`src/rtl/birq_pkg.sv`:
```
package birq_pkg;

    typedef enum logic [1:0] {
        SEL_NONE = 2'd0,
        SEL_MASK = 2'd1,
        SEL_FLAG = 2'd2
    } reg_sel_e;

endpackage

```
`src/rtl/birq_sync.sv`:
```
module birq_sync #(
    parameter int N_SRC = 16
) (
    input  logic             clk,
    input  logic             rst_n,
    input  logic [N_SRC-1:0] async_i,
    output logic [N_SRC-1:0] sync_o
);

    logic [N_SRC-1:0] stage1_q;
    logic [N_SRC-1:0] stage2_q;

    always_ff @(posedge clk or negedge rst_n) begin
        if (!rst_n) begin
            stage1_q <= '1;
            stage2_q <= '1;
        end else begin
            stage1_q <= async_i;
            stage2_q <= stage1_q;
        end
    end

    assign sync_o = stage2_q;

endmodule

```
`src/rtl/birq_detect.sv`:
```
module birq_detect #(
    parameter int               N_SRC    = 16,
    parameter logic [N_SRC-1:0] USED_SRC = 16'hFFFE,
    parameter logic [N_SRC-1:0] EDGE_SRC = 16'h8000
) (
    input  logic             clk,
    input  logic             rst_n,
    input  logic [N_SRC-1:0] sync_i,
    output logic [N_SRC-1:0] set_o
);

    logic [N_SRC-1:0] prev_q;

    always_ff @(posedge clk or negedge rst_n) begin
        if (!rst_n) begin
            prev_q <= '1;
        end else begin
            prev_q <= sync_i;
        end
    end

    for (genvar i = 0; i < N_SRC; i++) begin : g_bit
        if (!USED_SRC[i]) begin : g_unused
            assign set_o[i] = 1'b0;
        end else if (EDGE_SRC[i]) begin : g_fall
            assign set_o[i] = prev_q[i] & ~sync_i[i];
        end else begin : g_level
            assign set_o[i] = ~sync_i[i];
        end
    end

endmodule

```
`src/rtl/birq_regs.sv`:
```
module birq_regs
    import birq_pkg::*;
#(
    parameter int                N_SRC    = 16,
    parameter int                ADDR_W   = 4,
    parameter logic [ADDR_W-1:0] MASK_OFS = 4'h4,
    parameter logic [ADDR_W-1:0] FLAG_OFS = 4'hC,
    parameter logic [N_SRC-1:0]  USED_SRC = 16'hFFFE
) (
    input  logic              clk,
    input  logic              rst_n,
    input  logic [ADDR_W-1:0] addr_i,
    input  logic              wr_i,
    input  logic              rd_i,
    input  logic [N_SRC-1:0]  wdata_i,
    output logic [N_SRC-1:0]  rdata_o,
    input  logic [N_SRC-1:0]  set_i,
    output logic [N_SRC-1:0]  mask_o,
    output logic [N_SRC-1:0]  flag_o
);

    reg_sel_e         sel;
    logic [N_SRC-1:0] mask_q;
    logic [N_SRC-1:0] flag_q;
    logic [N_SRC-1:0] keep;
    logic [N_SRC-1:0] flag_nxt;

    always_comb begin
        if (addr_i == MASK_OFS) begin
            sel = SEL_MASK;
        end else if (addr_i == FLAG_OFS) begin
            sel = SEL_FLAG;
        end else begin
            sel = SEL_NONE;
        end
    end

    // A zero in the written word drops the flag; a new request wins.
    always_comb begin
        keep = '1;
        if (wr_i && sel == SEL_FLAG) begin
            keep = wdata_i;
        end
        flag_nxt = ((flag_q & keep) | set_i) & USED_SRC;
    end

    always_ff @(posedge clk or negedge rst_n) begin
        if (!rst_n) begin
            mask_q <= '1;
            flag_q <= '0;
        end else begin
            flag_q <= flag_nxt;
            if (wr_i && sel == SEL_MASK) begin
                mask_q <= wdata_i;
            end
        end
    end

    always_comb begin
        rdata_o = '0;
        if (rd_i) begin
            unique case (sel)
                SEL_MASK: rdata_o = mask_q;
                SEL_FLAG: rdata_o = flag_q;
                SEL_NONE: rdata_o = '0;
                default:  rdata_o = '0;
            endcase
        end
    end

    assign mask_o = mask_q;
    assign flag_o = flag_q;

endmodule

```
`src/rtl/birq_route.sv`:
```
module birq_route #(
    parameter int                     N_SRC = 16,
    parameter int                     N_OUT = 4,
    parameter logic [N_OUT*N_SRC-1:0] ROUTE = 64'h6386_1C00_0050_0028
) (
    input  logic             clk,
    input  logic             rst_n,
    input  logic [N_SRC-1:0] flag_i,
    input  logic [N_SRC-1:0] mask_i,
    output logic [N_OUT-1:0] irq_o
);

    logic [N_SRC-1:0] live;
    logic [N_OUT-1:0] irq_q;

    assign live = flag_i & ~mask_i;

    for (genvar k = 0; k < N_OUT; k++) begin : g_out
        localparam logic [N_SRC-1:0] GROUP = ROUTE[k*N_SRC +: N_SRC];
        always_ff @(posedge clk or negedge rst_n) begin
            if (!rst_n) begin
                irq_q[k] <= 1'b0;
            end else begin
                irq_q[k] <= |(live & GROUP);
            end
        end
    end

    assign irq_o = irq_q;

endmodule

```
`src/rtl/board_irq_cascade.sv`:
```
module board_irq_cascade #(
    parameter int                     N_SRC    = 16,
    parameter int                     N_OUT    = 4,
    parameter int                     ADDR_W   = 4,
    parameter logic [ADDR_W-1:0]      MASK_OFS = 4'h4,
    parameter logic [ADDR_W-1:0]      FLAG_OFS = 4'hC,
    parameter logic [N_SRC-1:0]       USED_SRC = 16'hFFFE,
    parameter logic [N_SRC-1:0]       EDGE_SRC = 16'h8000,
    parameter logic [N_OUT*N_SRC-1:0] ROUTE    = 64'h6386_1C00_0050_0028
) (
    input  logic              clk,
    input  logic              rst_n,
    input  logic [N_SRC-1:0]  src_n_i,
    input  logic [ADDR_W-1:0] bus_addr_i,
    input  logic              bus_wr_i,
    input  logic              bus_rd_i,
    input  logic [N_SRC-1:0]  bus_wdata_i,
    output logic [N_SRC-1:0]  bus_rdata_o,
    output logic [N_OUT-1:0]  cpu_irq_o
);

    logic [N_SRC-1:0] sync_q;
    logic [N_SRC-1:0] set_pulse;
    logic [N_SRC-1:0] mask_q;
    logic [N_SRC-1:0] flag_q;

    birq_sync #(.N_SRC(N_SRC)) u_sync (
        .clk     (clk),
        .rst_n   (rst_n),
        .async_i (src_n_i),
        .sync_o  (sync_q)
    );

    birq_detect #(
        .N_SRC    (N_SRC),
        .USED_SRC (USED_SRC),
        .EDGE_SRC (EDGE_SRC)
    ) u_detect (
        .clk    (clk),
        .rst_n  (rst_n),
        .sync_i (sync_q),
        .set_o  (set_pulse)
    );

    birq_regs #(
        .N_SRC    (N_SRC),
        .ADDR_W   (ADDR_W),
        .MASK_OFS (MASK_OFS),
        .FLAG_OFS (FLAG_OFS),
        .USED_SRC (USED_SRC)
    ) u_regs (
        .clk     (clk),
        .rst_n   (rst_n),
        .addr_i  (bus_addr_i),
        .wr_i    (bus_wr_i),
        .rd_i    (bus_rd_i),
        .wdata_i (bus_wdata_i),
        .rdata_o (bus_rdata_o),
        .set_i   (set_pulse),
        .mask_o  (mask_q),
        .flag_o  (flag_q)
    );

    birq_route #(
        .N_SRC (N_SRC),
        .N_OUT (N_OUT),
        .ROUTE (ROUTE)
    ) u_route (
        .clk    (clk),
        .rst_n  (rst_n),
        .flag_i (flag_q),
        .mask_i (mask_q),
        .irq_o  (cpu_irq_o)
    );

endmodule

```
`config.mk`:
```
export PLATFORM = sky130hd
export DESIGN_NAME = board_irq_cascade
export DESIGN_NICKNAME = d
export VERILOG_FILES = /design/src/rtl/birq_pkg.sv /design/src/rtl/birq_sync.sv /design/src/rtl/birq_detect.sv /design/src/rtl/birq_regs.sv /design/src/rtl/birq_route.sv /design/src/rtl/board_irq_cascade.sv
export SDC_FILE = /design/constraint.sdc
export NUM_CORES = 1
export LEC_CHECK = 0
export CORE_ASPECT_RATIO = 0.9
export CORE_MARGIN = 10
export CORE_UTILIZATION = 35
export CTS_CLUSTER_DIAMETER = 200
export CTS_CLUSTER_SIZE = 8
export DETAILED_ROUTE_END_ITERATION = 6
export PLACE_DENSITY_LB_ADDON = 0.3
export SLEW_MARGIN = 20
export SYNTH_ARGS = -nofsm -noshare
export SYNTH_HDL_FRONTEND = slang
export SYNTH_SLANG_ARGS = --single-unit
```
`constraint.sdc`:
```
create_clock -name clk -period 2.4 [get_ports clk]
set_clock_uncertainty 0.1 [all_clocks]
set_input_delay 0.48 -clock clk [delete_from_list [all_inputs] [get_ports clk]]
set_output_delay 0.48 -clock clk [all_outputs]
set_load 0.01 [all_outputs]
```
==> summary.md, run 1 <==
| Metric | Value |
|---|---|
| RD Place Congestion | `between 0.7 and 0.8` |
| Initial core utilization | `36.33%` |
| Pin count of the biggest net entering global routing | `38` |
| Setup crit end kind | `output pin` |
| YS warnings | `0` |
| Hold-critical path endpoint | `u_sync.sync_o[7]$_DFF_PN1_` |
| CTS Buffer Depth | `2` |
| P_leak | `1.454 nW` |
| Seq. cell area | `~1700 µm²` |
| Vias in the first global route | `1800` |
| Pwr Total | `between 2 and 3 mW` |
| Cell area after layout | `3386 µm²` |
| Min cycle time layout | `2.294 ns` |
| Slew Limit Fails | `0` |
| Skew-Pair Late Insertion Delay | `0.32 ns` |
| Worst setup SP type | `input port` |
| Die Ht | `98.86 µm` |
| Post-synthesis cell type count | `25` |
| Main combinational cell family by area after synthesis | `compound AO/OA/AOI/OAI gates` |
| Dpl ws | `-0.5502 ns` |
| Slew headroom | `71.77%` |
| Worst endpoint required time | `1.82 ns` |
| Fin Setup TNS | `0 ns` |
| Gate power share | `10.9%` |
| Final wirelength | `approximately 5400 µm` |
| Reg2Reg Depth | `3` |
| Antenna-violating nets left | `0` |
| Worst slew pin tran | `0.4235 ns` |
| DPL Wire Length | `3879 µm` |
| Post-route DRC violation count | `0` |
| Reg clk slew, reported paths | `0.07 ns` |
| Register share of total power | `52.3%` |
| Maximum clock frequency | `about 440 MHz` |
| Die Wd | `107.6 µm` |
| Synth Area in Adders | `0%` |
| Compound-Gate Fraction of Synth Area | `11.54%` |
| Worst Hold Depth | `0` |
| Commonest non-fill, non-tap cell in the layout | `dfstp_2` |
| CTS H-tree lvls | `3` |
| Die area | `10640 µm²` |
| Unrepaired setup endpoints after global routing | `false` |
| Crit Path Category | `input port to output pin` |
| Root buffer selected by CTS | `clkbuf_8` |
| Post-Syn Nets | `202` |
| WHS | `0.2524 ns` |
| Flop-to-flop setup slack | `1.05 ns` |
| Vias post-DR | `~1500` |
| Layout area overhead | `39.99%` |
| Outcome | `completed` |
| DP Cell Count | `about 320` |
| Setup-violating endpoint count in the final report | `0` |
| Data arrival, critical path | `1.71 ns` |
| Gate Count Post-Synth | `162` |
| Port buffer count | `58` |
| Syn_area_per_cell | `14.93 µm²` |
| CORE AREA | `6656 µm²` |
| Most frequent cells in the layout | `dfstp_2 (47), clkdlybuf4s50_1 (36), dfrtp_1 (19)` |
| Post-synthesis simple-gate area fraction | `under 10%` |
| Period utilization | `95.57%` |
| Hold crit path type | `flip-flop to flip-flop` |
| Routed WL per cell | `16.28 µm` |
| DR iter-0 viols | `66` |
| Worst R2R End | `u_route.irq_o[3]$_DFF_PN0_` |
| Worst hold start | `u_sync.stage1_q[7]$_DFF_PN1_` |
| Finished Layout Cells | `334` |
| Initial antenna violation count | `0` |
| Worst-path fanout max | `8` |
| Placed cell area | `between 3000 and 4000 µm²` |
| Area of the multi-input gates | `640.6 µm²` |
| #FFs+latches synth | `66` |
| Cell Int Power | `2.023 mW` |
| Net Sw Power | `0.5409 mW` |
| Drt first pass iters | `4` |
| Sinks on Clock Net | `between 60 and 70` |
| TritonCTS clock tree | `yes` |
| Synth Area in XOR/XNOR | `0%` |
| Layout filler cell count | `600` |
| Final worst slack | `0.1064 ns` |
| Remaining global-route overflow | `0` |
| Max-cap viol count | `0` |
| Clock power share | `36.8%` |
| First-pass GRT wire length | `between 9000 and 10000 µm` |
| Gr usage total | `11.15%` |
| I/O Pins | `60` |
| Final hold violation count | `0` |
| Sw Share | `about a fifth` |
| Worst flop-to-flop path startpoint | `u_regs.mask_o[9]$_DFFE_PN1P_` |
| Sequential area share after synthesis | `70.72%` |
| Vias per cell | `4.623` |
| Syn Std Cell Area | `around 2400 µm²` |
| VDD IR max | `between 0.0004 and 0.0005 V` |
| Number of buffers created by CTS | `9` |
| Row count | `28` |
| Fin nets | `279` |
| Layout cells sized above 1 | `~46%` |
| Utilization after layout | `50.86%` |
| Inserted Diodes | `0` |
| Multiplexer share of the synthesized area | `under 10%` |
| PD cells | `around 760 nW/µm²` |
synthesized netlist by cell type:
master,n,area (µm²)
a222oi_1,1,10.01
a22o_1,15,131.4
a22oi_1,1,7.510
and2_1,1,6.260
buf_2,3,15.01
buf_6,1,11.26
clkbuf_1,3,11.26
dfrtp_1,19,475.5
dfstp_2,47,1235
inv_1,13,48.80
mux2_2,6,67.56
mux2_4,10,150.1
nand2_1,8,30.03
nand2_2,1,6.260
nand2b_1,2,12.51
nor2_2,1,6.260
nor3_1,7,35.03
nor4_2,1,12.51
o2111ai_1,1,8.760
o21ai_0,8,40.04
o221ai_1,1,8.760
o22ai_1,2,12.51
o31ai_1,8,60.06
or3b_1,1,8.760
or4_1,1,7.510
power by group through the flow:
| stage | Sequential, mW | Clock [mW] | Combinational, mW |
|---|---|---|---|
| finish | 1.34 | 0.943 | 0.279 |
| global route | 1.36 | 1.04 | 0.308 |
| CTS | 1.34 | 0.981 | 0.287 |
| detailed placement | 1.36 | 0 | 0.288 |
| global placement | 1.36 | 0 | 0.281 |
| floorplan | 1.34 | 0 | 0.131 |
cells by family after synthesis:
group | Yosys count
buffers and inverters | 20
muxes | 16
and+or+nand+nor | 23
DFF | 66
AOI/OAI and AO/OA | 37
flip-flops by register name, indices dropped and copies added, names as in the netlist:
signal           count
u_regs.mask_o       16
u_route.irq_o        4
u_detect.prev_q      1
u_sync.stage1_q     15
u_regs.flag_o       15
u_sync.sync_o       15
critical path, stage by stage:
cell and delay, ns:
dlygate4sd2_1 0.24, or3b_4 0.41, nor2_4 0.16, buf_12 0.14, a22o_1 0.14, buf_2 0.14
how the worst max path moves through the flow:
stage | to | slack [ns] | start | cells after the start
after detailed placement | bus_rdata_o[7] | -0.55 | bus_addr_i[3] | 6
after floorplan | bus_rdata_o[10] | 0.25 | bus_addr_i[1] | 5
after global placement | bus_rdata_o[1] | -0.52 | bus_addr_i[3] | 6
after global routing | bus_rdata_o[4] | 0.03 | bus_addr_i[0] | 7
after CTS | bus_rdata_o[9] | 0.003 | bus_addr_i[0] | 7
final | bus_rdata_o[1] | 0.11 | bus_addr_i[1] | 6
cell type report:
type / instances / share of cell area [%]
Multi-Input combinational cell: 76 / 18.92
Clock buffer: 14 / 5.100
Tap cell: 90 / 3.326
Inverter: 13 / 1.441
Sequential cell: 66 / 50.52
Clock inverter: 2 / 1.035
Timing Repair Buffer: 73 / 19.66
timing repair:
action | in CTS | in global routing
pin swaps | 7 | 4
endpoints found under the hold margin | 6 | 0
hold buffers | 1 | 0
endpoints found under the setup margin | 16 | 14
gates resized for setup | 73 | 0
setup buffers | 3 | 0
gates cloned | 1 | 0
metal layers:
layer | track usage (%) | vias to the layer above | share of wire [%]
met5 | 0 | - | 0
met2 | 19.27 | 40 | 53
met3 | 4.492 | 0 | 4.7
li1 | - | 730 | -
met4 | 3.388 | 0 | 0
met1 | 12.22 | 774 | 42
(Power assumes the default switching activity.)
==> inputs of run 2 (changes only) <==
--- a/config.mk
+++ b/config.mk
@@ -11,6 +11,7 @@
 export CTS_CLUSTER_DIAMETER = 200
 export CTS_CLUSTER_SIZE = 8
 export DETAILED_ROUTE_END_ITERATION = 6
+export DONT_BUFFER_PORTS = 1
 export PLACE_DENSITY_LB_ADDON = 0.3
 export SLEW_MARGIN = 20
 export SYNTH_ARGS = -nofsm -noshare
==> run 2 against run 1 <==
Against the previous run: worst setup slack better by 0.28 ns; worst hold slack worse by 0.22 ns; via count fell by 14%; register-to-register slack lost 0.02 ns; highest routed layer is now met4; maximum frequency grew 14%.
==> summary.md, run 2 (synthesis gave the netlist of run 1 again) <==
| Metric | Value |
|---|---|
| Max-cap viol count | `0` |
| Cell Int Power | `around 1.9 mW` |
| Vias post-DR | `1323` |
| Layout area overhead | `14.69%` |
| TritonCTS clock tree | `yes` |
| Maximum clock frequency | `approximately 500 MHz` |
| Slew headroom | `76.74%` |
| CP max-delay cell | `or3b_1` |
| Sw Share | `22.13%` |
| Inserted Diodes | `0` |
| Hold-critical path endpoint | `u_sync.stage1_q[5]$_DFF_PN1_` |
| Fin nets | `213` |
| Worst slew pin tran | `0.3477 ns` |
| Crit Path Category | `input port to output pin` |
| Final hold violation count | `0` |
| Data arrival, critical path | `1.43 ns` |
| Hold crit path type | `input port to flip-flop` |
| Fin Setup TNS | `0 ns` |
| Dpl ws | `0.3897 ns` |
| Max reg flops | `16` |
| Most frequent cells in the layout | `dfstp_2 (47), dfrtp_1 (19), a22o_1 (15)` |
| Die Wd | `107.6 µm` |
| Register share of total power | `between 50% and 60%` |
| P_leak | `1.128 nW` |
| Root buffer selected by CTS | `clkbuf_8` |
| Antenna-violating nets left | `0` |
| Worst-path fanout max | `10` |
| Hold_buf cts | `2` |
| Period utilization | `83.89%` |
| Skew-Pair Late Insertion Delay | `0.33 ns` |
| Worst hold start | `src_n_i[5]` |
| Layout cells sized above 1 | `48.88%` |
| Final wirelength | `a little over 5000 µm` |
| Slew Limit Fails | `0` |
| Initial core utilization | `a little over a third` |
| Initial antenna violation count | `0` |
| Utilization after layout | `between 40% and 50%` |
| CP delay by family, top | `simple AND/OR/NAND/NOR gates` |
| Worst R2R End | `u_route.irq_o[3]$_DFF_PN0_` |
| Sinks on Clock Net | `66` |
| RD Place Congestion | `0.7354` |
| Die Ht | `between 90 and 100 µm` |
| Port buffer count | `0` |
| CTS Buffer Depth | `2` |
| Crit path cell chain | `or3b_1 > nor2_2 > buf_4 > a22o_1` |
| I/O Pins | `60` |
| Min cycle time layout | `around 2.0 ns` |
| Net Sw Power | `0.5361 mW` |
| DPL Wire Length | `3715 µm` |
| Worst flop-to-flop path startpoint | `u_regs.mask_o[9]$_DFFE_PN1P_` |
| Resized cells post-CTS | `0` |
| Pin count of the biggest net entering global routing | `67` |
| Setup Fix Bufs, Post-CTS | `0` |
| Commonest non-fill, non-tap cell in the layout | `dfstp_2` |
| Routed WL per cell | `19.17 µm` |
| Worst setup SP type | `input port` |
| Reg2Reg Depth | `3` |
| First-pass GRT wire length | `8128 µm` |
| Max stage delay on crit path | `0.40 ns` |
| Remaining global-route overflow | `0` |
| Clock power share | `37.0%` |
| Reg clk slew, reported paths | `0.07 ns` |
| PD cells | `873.4 nW/µm²` |
| Final worst slack | `0.3867 ns` |
| Layout filler cell count | `618` |
| Vias per cell | `4.937` |
| Vias in the first global route | `1471` |
| Flop-to-flop setup slack | `roughly 1 ns` |
| DR iter-0 viols | `31` |
| Number of buffers created by CTS | `9` |
| CTS H-tree lvls | `3` |
| Worst path bufs/invs | `1` |
| Row count | `28` |
| CORE AREA | `6656 µm²` |
| Unrepaired setup endpoints after global routing | `false` |
| Gate power share | `7.3%` |
| Outcome | `completed` |
| Worst endpoint required time | `1.82 ns` |
| Gr usage total | `10.19%` |
| Setup-violating endpoint count in the final report | `0` |
| Die area | `roughly 11000 µm²` |
| Drt first pass iters | `6` |
| Setup crit end kind | `output pin` |
| VDD IR max | `0.0003618 V` |
| Post-route DRC violation count | `0` |
| Worst Hold Depth | `0` |
## run 2: cell count changes in the layout (fill, tap and decap cells not counted), moves of 2 or more
cell / change
clkbuf_8: -2
buf_4: -3
clkinvlp_4: +2
dlygate4sd2_1: -6
buf_2: -16
buf_6: -2
buf_12: -4
clkdlybuf4s50_1: -36
## run 2: power groups by stage
stage,sequential (mW),combinational [mW],clock [mW]
floorplan,1.34,0.131,0
global placement,1.36,0.146,0
detailed placement,1.37,0.153,0
CTS,1.35,0.182,0.938
global route,1.36,0.196,0.994
finish,1.35,0.178,0.896
## run 2: per-layer routing
metal  track usage (%)  vias up  share of wire [%]
met5                 0        -                  0
met4             5.031        0                1.5
met3             5.990       11                 10
met2             16.80       47                 52
met1             9.976      670                 36
li1                  -      595                  -
## run 2: per-stage QoR
step / hold WS [ns] / power, mW / std cells / instance area, µm²
after global placement: 0.08777 / 1.503 / 250 / 2540
after global routing: 0.001155 / 2.554 / 268 / 2774
final: 0.03614 / 2.423 / 268 / 2774
after detailed placement: 0.08742 / 1.521 / 250 / 2540
after CTS: 0.006814 / 2.470 / 268 / 2774
after floorplan: 0.08441 / 1.474 / 162 / 2419
## run 2: worst reg2reg max path: stages (launching register included)
cell	delay (ns)
dfstp_2	0.55
inv_1	0.05
a222oi_1	0.36
o2111ai_1	0.17
## run 2: worst max-delay path by stage
stage,cells after the start,startpoint,slack (ns),end
5_1_grt,4,bus_addr_i[1],0.36,bus_rdata_o[1]
3_5_place_dp,4,bus_addr_i[1],0.39,bus_rdata_o[1]
2_1_floorplan,5,bus_addr_i[1],0.25,bus_rdata_o[10]
4_1_cts,4,bus_addr_i[1],0.39,bus_rdata_o[1]
6_report,4,bus_addr_i[1],0.39,bus_rdata_o[1]
3_3_place_gp,4,bus_addr_i[1],0.40,bus_rdata_o[1]
## run 2: layout make-up
cell class	instances	area [µm²]	area share (%)
clock inverters	5	55.05	1.985
inverters	13	48.80	1.759
multi-input cells	76	630.6	22.73
well taps	90	112.6	4.060
repair buffers	7	75.07	2.706
flip-flops and latches	66	1710	61.66
clock buffers	11	141.4	5.097
==> inputs of run 3 (changes only) <==
==> constraint.sdc (replaced) <==
create_clock -name clk -period 1.89 [get_ports clk]
set_clock_uncertainty 0.1 [all_clocks]
set_input_delay 0.378 -clock clk [delete_from_list [all_inputs] [get_ports clk]]
set_output_delay 0.378 -clock clk [all_outputs]
set_load 0.01 [all_outputs]
==> run 3 against run 2 <==
Against the previous run: sequential power grew 27%; first-iteration DRC count grew to 2.5 times the previous value; count of clock-buffer cells in the layout shrank 1; highest routed layer unchanged; die area is the same; the flow now finishes with violations (negative hold slack); total power grew 34%; non-clock buffer count grew 14; sequential share of layout area shrank 3.5 points; clock power grew 47%; cell count grew 5.2%; final area grew 6.1%; critical path depth is the same.
==> summary.md, run 3 (synthesis gave the netlist of run 1 again) <==
| Metric | Value |
|---|---|
| Resized cells post-CTS | `0` |
| Initial core utilization | `36.33%` |
| PD cells | `1104 nW/µm²` |
| Worst endpoint required time | `1.41 ns` |
| Crit Path Category | `input port to output pin` |
| Worst setup path start | `bus_addr_i[1]` |
| WHS | `-0.3804 ns` |
| Layout area overhead | `21.68%` |
| DR iter-0 viols | `approximately 80` |
| Vias post-DR | `1373` |
| Outcome | `finished with violations` |
| First-pass GRT wire length | `between 8000 and 9000 µm` |
| Cell area after layout | `2943 µm²` |
| Most frequent cells in the layout | `dfstp_2 (47), dfrtp_1 (19), a22o_1 (15), dlygate4sd3_1 (15), inv_1 (13)` |
| Hold_buf cts | `15` |
| Max-cap viol count | `0` |
| Min cycle time layout | `1.830 ns` |
| Sinks on Clock Net | `66` |
| Inserted Diodes | `0` |
| Period utilization | `96.85%` |
| Layout cells sized above 1 | `between 40% and 50%` |
| Worst flop-to-flop path startpoint | `u_regs.mask_o[9]$_DFFE_PN1P_` |
| Remaining global-route overflow | `0` |
| Vias in the first global route | `between 1500 and 2000` |
| Gr usage total | `between 10% and 20%` |
| Maximum clock frequency | `between 500 and 600 MHz` |
| Die area | `10640 µm²` |
| RD Place Congestion | `0.7487` |
| Final wirelength | `5257 µm` |
| Setup Fix Bufs, Post-CTS | `0` |
| Unrepaired setup endpoints after global routing | `false` |
| CTS Buffer Depth | `2` |
| Utilization after layout | `44.21%` |
| TritonCTS clock tree | `yes` |
| Max reg flops | `16` |
| Root buffer selected by CTS | `clkbuf_8` |
| Data arrival, critical path | `1.35 ns` |
| Slew Limit Fails | `0` |
| Final hold violation count | `66` |
| Row count | `28` |
| P_leak | `between 1 and 1.5 nW` |
| Post-route DRC violation count | `0` |
| Antenna-violating nets left | `0` |
| VDD IR max | `between 0.0005 and 0.0006 V` |
| Slew headroom | `78.21%` |
| Pwr Total | `3.249 mW` |
| Commonest non-fill, non-tap cell in the layout | `dfstp_2` |
| Worst-path fanout max | `6` |
| Skew-Pair Late Insertion Delay | `around 0.34 ns` |
| Setup-violating endpoint count in the final report | `0` |
| Placed cell area | `between 2000 and 3000 µm²` |
| Hold crit path type | `input port to asynchronous set/reset pin` |
| Worst slew pin tran | `0.3268 ns` |
| Fin nets | `227` |
| Failing checks | `negative hold slack` |
| Die Ht | `98.86 µm` |
| CORE AREA | `6656 µm²` |
| Setup crit end kind | `output pin` |
| Initial antenna violation count | `0` |
| Drt first pass iters | `4` |
| Die Wd | `107.6 µm` |
| Fin Setup TNS | `0 ns` |
| Worst setup SP type | `input port` |
| I/O Pins | `60` |
| Port buffer count | `0` |
| Reg clk slew, reported paths | `0.07 ns` |
| Number of buffers created by CTS | `9` |
| Routed WL per cell | `18.64 µm` |
| CTS H-tree lvls | `3` |
| Vias per cell | `4.869` |
| Pin count of the biggest net entering global routing | `67` |
| DPL Wire Length | `3631 µm` |
==> run 3: where the power goes <==
group | total [mW] | switching, mW | internal, mW | leakage, nW
Clock | 1.32 | 0.539 | 0.780 | 0.112
Combinational | 0.220 | 0.0770 | 0.143 | 0.422
Sequential | 1.71 | 0.0837 | 1.63 | 0.664
==> run 3: per-stage QoR <==
stage / worst slack, ns / std cells
6_report: 0.05955 / 282
3_5_place_dp: 0.05781 / 251
4_1_cts: 0.05363 / 282
3_3_place_gp: 0.06005 / 251
2_1_floorplan: 0.02061 / 162
5_1_grt: 0.02479 / 282
==> run 3: critical path: stages <==
cell	delay (ns)
or3b_1	0.42
nor2_4	0.16
buf_4	0.17
a22o_1	0.22
==> run 3: layout make-up <==
type | instances | area, µm²
fill | 601 | 3714
inverter | 13 | 48.80
timing repair buffer | 21 | 207.7
clock inverter | 6 | 90.09
multi-input combinational | 76 | 635.6
sequential | 66 | 1710
clock buffer | 10 | 137.6
tap | 90 | 112.6
==> run 3: final timing paths <==
check / to / slack, ns / cells past startpoint
hold reg to reg: u_sync.sync_o[3]$_DFF_PN1_ / 0.25 / 0
hold / removal: u_route.irq_o[1]$_DFF_PN0_ / -0.38 / 0
setup / recovery: bus_rdata_o[13] / 0.06 / 4
min in group clk: u_regs.flag_o[14]$_DFF_PN0_ / 0.08 / 2
setup reg to reg: u_route.irq_o[3]$_DFF_PN0_ / 0.51 / 3
max in group asynchronous: u_sync.stage1_q[15]$_DFF_PN1_ / 1.87 / 0
==> run 3: metal layers <==
metal  routed length (µm)  GRT usage (%)  up-vias
met2                 2585          16.29       51
met3                  618          8.008        2
met5                    0              0        -
li1                     -              -      625
met4                   10          3.080        0
met1                 2043          11.12      695
